==> src/rtl/stm_bus_seq.sv <==
module stm_bus_seq #(
  parameter int AW   = 32,
  parameter int DW   = 32,
  parameter int NREG = 16,
  localparam int IW  = $clog2(NREG)
) (
  input  logic            clk,
  input  logic            rst_n,
  input  logic            start,
  input  logic [AW-1:0]   pc,
  input  logic [AW-1:0]   base_addr,
  input  logic [NREG-1:0] reg_mask,
  output logic [IW-1:0]   rd_sel,
  input  logic [DW-1:0]   rd_data,
  input  logic            abort,
  output logic [AW-1:0]   bus_addr,
  output logic            bus_write,
  output logic            bus_word,
  output logic            mem_req,
  output logic            seq,
  output logic            opcode_fetch,
  output logic [DW-1:0]   wdata,
  output logic            done,
  output logic            aborted
);

  typedef enum logic [1:0] {S_IDLE, S_FETCH, S_WRITE} st_t;

  st_t             st;
  logic [AW-1:0]   pc_q, addr_q;
  logic [NREG-1:0] rem_q;
  logic            handoff_q, done_q, abt_q;
  logic [IW-1:0]   cur_idx;
  logic            last;

  always_comb begin
    cur_idx = '0;
    for (int i = NREG - 1; i >= 0; i--)
      if (rem_q[i]) cur_idx = IW'(i);
  end

  assign last = (rem_q & (rem_q - 1'b1)) == '0;

  always_ff @(posedge clk or negedge rst_n) begin
    if (!rst_n) begin
      st        <= S_IDLE;
      pc_q      <= '0;
      addr_q    <= '0;
      rem_q     <= '0;
      handoff_q <= 1'b0;
      done_q    <= 1'b0;
      abt_q     <= 1'b0;
    end else begin
      done_q <= 1'b0;
      case (st)
        S_IDLE: if (start) begin
          st        <= S_FETCH;
          pc_q      <= pc;
          addr_q    <= base_addr;
          rem_q     <= (reg_mask == '0) ? NREG'(1) << (NREG - 1) : reg_mask;
          abt_q     <= 1'b0;
          handoff_q <= 1'b0;
        end
        S_FETCH: st <= S_WRITE;
        S_WRITE: begin
          rem_q  <= rem_q & (rem_q - 1'b1);
          addr_q <= addr_q + AW'(4);
          if (abort) abt_q <= 1'b1;
          if (last) begin
            st        <= S_IDLE;
            done_q    <= 1'b1;
            handoff_q <= 1'b1;
          end
        end
        default: st <= S_IDLE;
      endcase
    end
  end

  assign bus_write    = (st == S_WRITE);
  assign opcode_fetch = (st == S_FETCH) || (st == S_IDLE && handoff_q);
  assign mem_req      = (st != S_IDLE) || handoff_q;
  assign bus_word     = 1'b1;
  assign seq          = bus_write && !last;
  assign rd_sel       = cur_idx;
  assign wdata        = bus_write ? rd_data : '0;
  assign done         = done_q;
  assign aborted      = abt_q;

  always_comb begin
    case (st)
      S_FETCH: bus_addr = pc_q + AW'(8);
      S_WRITE: bus_addr = addr_q;
      default: bus_addr = handoff_q ? pc_q + AW'(12) : '0;
    endcase
  end

  p_write_after_fetch_r3: assert property (@(posedge clk) disable iff (!rst_n)
    $rose(bus_write) |-> $past(opcode_fetch) && !opcode_fetch);

  p_addr_step_r4: assert property (@(posedge clk) disable iff (!rst_n)
    (bus_write && $past(bus_write)) |-> bus_addr == $past(bus_addr) + AW'(4));

  p_order_r4: assert property (@(posedge clk) disable iff (!rst_n)
    (bus_write && $past(bus_write)) |-> rd_sel > $past(rd_sel));

  p_seq_continues_r5: assert property (@(posedge clk) disable iff (!rst_n)
    (bus_write && seq) |=> bus_write);

  p_last_ends_r7: assert property (@(posedge clk) disable iff (!rst_n)
    (bus_write && !seq) |=> (!bus_write && done && opcode_fetch));

  p_req_on_write_r6: assert property (@(posedge clk) disable iff (!rst_n)
    bus_write |-> mem_req);

  p_done_pulse_r7: assert property (@(posedge clk) disable iff (!rst_n)
    done |=> !done);

  p_abort_hold_r8: assert property (@(posedge clk) disable iff (!rst_n)
    ($past(aborted) && !$past(start)) |-> aborted);

endmodule

==> config.mk <==
export PLATFORM = sky130hd
export DESIGN_NAME = stm_bus_seq
export DESIGN_NICKNAME = d
export VERILOG_FILES = /design/src/rtl/stm_bus_seq.sv
export SDC_FILE = /design/constraint.sdc
export NUM_CORES = 1
export LEC_CHECK = 0
export ABC_AREA = 1
export BUFFER_PORTS_ARGS = -buffer_cell sky130_fd_sc_hd__clkbuf_2
export CAP_MARGIN = 20
export CORE_MARGIN = 10
export CORE_UTILIZATION = 59
export CTS_BUF_LIST = sky130_fd_sc_hd__clkbuf_8
export DETAILED_ROUTE_END_ITERATION = 8
export GPL_ROUTABILITY_DRIVEN = 0
export GPL_TIMING_DRIVEN = 0
export PLACE_DENSITY = 0.89
export SLEW_MARGIN = 20
export SYNTH_ARGS = -nofsm -noshare
export SYNTH_HDL_FRONTEND = slang
export SYNTH_SLANG_ARGS = --single-unit
==> constraint.sdc <==
create_clock -name clk -period 4.56 [get_ports clk]
set_input_delay 0 -clock clk [delete_from_list [all_inputs] [get_ports clk]]
set_output_delay 0 -clock clk [all_outputs]
set_load 0.01 [all_outputs]
==> flow_summary.toml <==
[placed_design]
numPortBuffers = 189
dp_hpwl_mm = 19.1

[floorplanning]
start_util = 0.598
die_h_um = 127
core_area_mm2 = 0.0114
rows = 39
die_area_mm2 = 0.0162
die_w_um = 127
ios = 191

[sta]
tightest_slew_ps = 718
tns_ps = 0
period_needed_ps = 3050
rsz0062_at_grt = "false"
finalHoldViolCount = 1
skew_ps = 17.2
hold_ws_ps = -5.16
setup_violations = 0
slew_headroom = 0.521
timing.fmax_mhz = 328
period_share = 0.669
drv_slew = 0

[worst_setup_path]
reg2regPathDepth = 8
critPathCaptureType = "primary output"
r2r_start = "st[1]"
path_depth = 8
cpPeakStageDelay_ps = 590
worst-path-buf-inv = 4
slowest_stage = "clkbuf_1"
start_kind = "register"
timing.critical_path.mode_cell = "clkbuf_1"
arrival_ps = 3050
path_delay_family = "buffers and inverters"
critPathMaxFanout = 10
worstSetupPathType = "register to primary output"
r2r_setup_slack_ps = 2040
cp.required_ps = 4560
crit_chain = "inv_1 -> ha_1 -> nor2_1 -> clkbuf_1 -> clkbuf_1 -> nand2_1 -> o21ai_0 -> clkbuf_2"
cp-startpoint = "st[1]"
r2r-end = "addr_q[4]"

[route]
first_pass_iters = 6
wl_per_cell_um = 17.3
vias_per_cell = 5.79
ant_nets = 0
wirelength_mm = 25.9
drt_iter0_markers = 1214
num_vias = 8653
drc = 0

[hold_path]
whs_endpoint = "addr_q[16]"
hold_class = "input pin to register"
min_path_cells = 5
hold_start = "base_addr[16]"

[pwr]
p_comb_frac = 0.561
power.internal_uw = 2320
ir_worst_vdd_mv = 0.385
swShare = 0.529
p_sw_uw = 2600
leakage_uw = 0.00459
seqPwrFrac = 0.311
power_density_mw_per_mm2 = 554
power_frac_clock = 0.128

[cts]
htree_levels = 3
clockRootBuffer = "clkbuf_8"
clock_path_buffers = 2
cts_resized = 0
clk_latency_ps = 400
path_clk_slew_ps = 100
clkSinkCount = 85
cts_buffers = 9
cts_tree = "built"

[global_routing]
grt_overflow_total = 0
grt_use_total = 0.308
grt_max_degree = 86
grt_pass1_wl_mm = 41.0
first_global_vias = 8242
antenna_found_initial = 1

[finish]
drive_above_1_share = 0.197
fillCellCount = 836
synthToLayoutAreaGrowth_pct = 30.8
fin_nets = 1469
utilization = 0.782

[logic_synthesis]
yosys-top-cells-count = "329 x nand2_1, 151 x inv_1, 96 x o21ai_0, 85 x dfrtp_1, 74 x nand3_1"
synthArstFlopShare = 1.00
synth_nets = 1196
synth_seq_cells = 85
synth_top_area_share = 0.313
synth_edf_count = 0
synth.avg_cell_area_um2 = 6.35
synth_cell_types = 45
synth_most_common_cell = "nand2_1"
syn-cell-area_mm2 = 0.00680
netlist_instances = 1072
ys_warn_count = 0
ys_seq_area_frac = 0.313
synthTopCellsByArea = "dfrtp_1 31%, nand2_1 18%, inv_1 8.3%"
synth_area_leader_cell = "dfrtp_1"
synthFlopType = "dfrtp_1"

[status]
violations = "negative hold slack"
outcome = "finished with violations"

[run]
cap_violations = 0
-- timing repair --
item,CTS,global route
hold buffers,73,0
endpoints found under the hold margin,157,0
endpoints found under the setup margin,0,0
buffers inserted,0,0
-- placed cells by master, fill, tap and decap left out, types with 16 or more instances in the layout --
master	count
nand2_1	329
clkbuf_2	188
inv_1	152
o21ai_0	96
dfrtp_1	85
nand3_1	74
dlygate4sd3_1	73
nor2_1	62
a21oi_1	34
clkbuf_1	26
o211ai_1	23
o21ai_1	20
nor3_1	19
nand4_1	17
o221ai_1	16
-- final cells by class --
type / instances / area, um^2 / share of cell area
diodes: 1 / 2.50 / 0.000281
plain buffers: 41 / 171 / 0.0193
clock buffers: 10 / 138 / 0.0155
clock inverters: 6 / 87.6 / 0.00985
inverters: 158 / 593 / 0.0667
multi-input cells: 788 / 3910 / 0.440
flip-flops and latches: 85 / 2130 / 0.239
well taps: 143 / 179 / 0.0201
repair buffers: 262 / 1690 / 0.189
-- worst max-delay path by stage --
stage                        end  slack [ps]
floorplan             addr_q[29]        2730
global placement    bus_addr[18]        2110
detailed placement  bus_addr[18]        2150
CTS                 bus_addr[18]        1730
global route        bus_addr[18]        1490
finish              bus_addr[18]        1510
-- power groups by stage --
stage                     combinational (uW)  clock [uW]  sequential (uW)
after floorplan                         1800           0             1410
after global placement                  2540           0             1500
after detailed placement                2610           0             1510
after CTS                               2680         616             1500
after global routing                    3040         651             1580
final                                   2760         630             1530
-- sequential cells by signal (all words and copies together) (netlist names) --
signal,cells
pc_q,32
st,2
rem_q,16
aborted,1
handoff_q,1
addr_q,32
done,1
-- routing by layer --
metal  share of wire  global-route usage  routed length (um)
met5               0                   0                   0
met4           0.045               0.148                1180
met3            0.12              0.0707                2980
met2            0.48               0.511               12400
met1            0.36               0.369                9400
-- cell families (layout without fill, tap and decap cells) --
logic type / count (synthesis) / count (layout) / share of synthesized area
AO/OA/AOI/OAI: 217 / 217 / 0.186
flip-flops: 85 / 85 / 0.313
buffers and inverters: 199 / 477 / 0.112
XOR/XNOR: 8 / 8 / 0.0103
adder cells (fa/ha/maj): 8 / 8 / 0.0147
AND/OR/NAND/NOR: 554 / 554 / 0.363
other: 1 / 2 / 0.000551
-- worst register-to-register path, stage by stage, from the launching register on --
cell and delay, ps:
dfrtp_1 410, inv_1 110, ha_1 210, nand2_1 100, clkbuf_1 290, nor2_1 470
clkbuf_1 550, nand2_1 150, o221ai_1 130
-- per-stage QoR --
step           area [um^2]  worst slack (ps)  total power, uW  instances  hold WS, ps
3_3_place_gp          7930              2110             4040       1404          193
4_1_cts               8890              1730             4800       1493         3.48
2_1_floorplan         6800              2730             3200       1072         -296
5_1_grt               8890              1490             5270       1494         45.3
6_report              8890              1510             4920       1494        -5.16
3_5_place_dp          7940              2150             4130       1404         89.6
No activity file was read; power rests on OpenSTA's default activity.
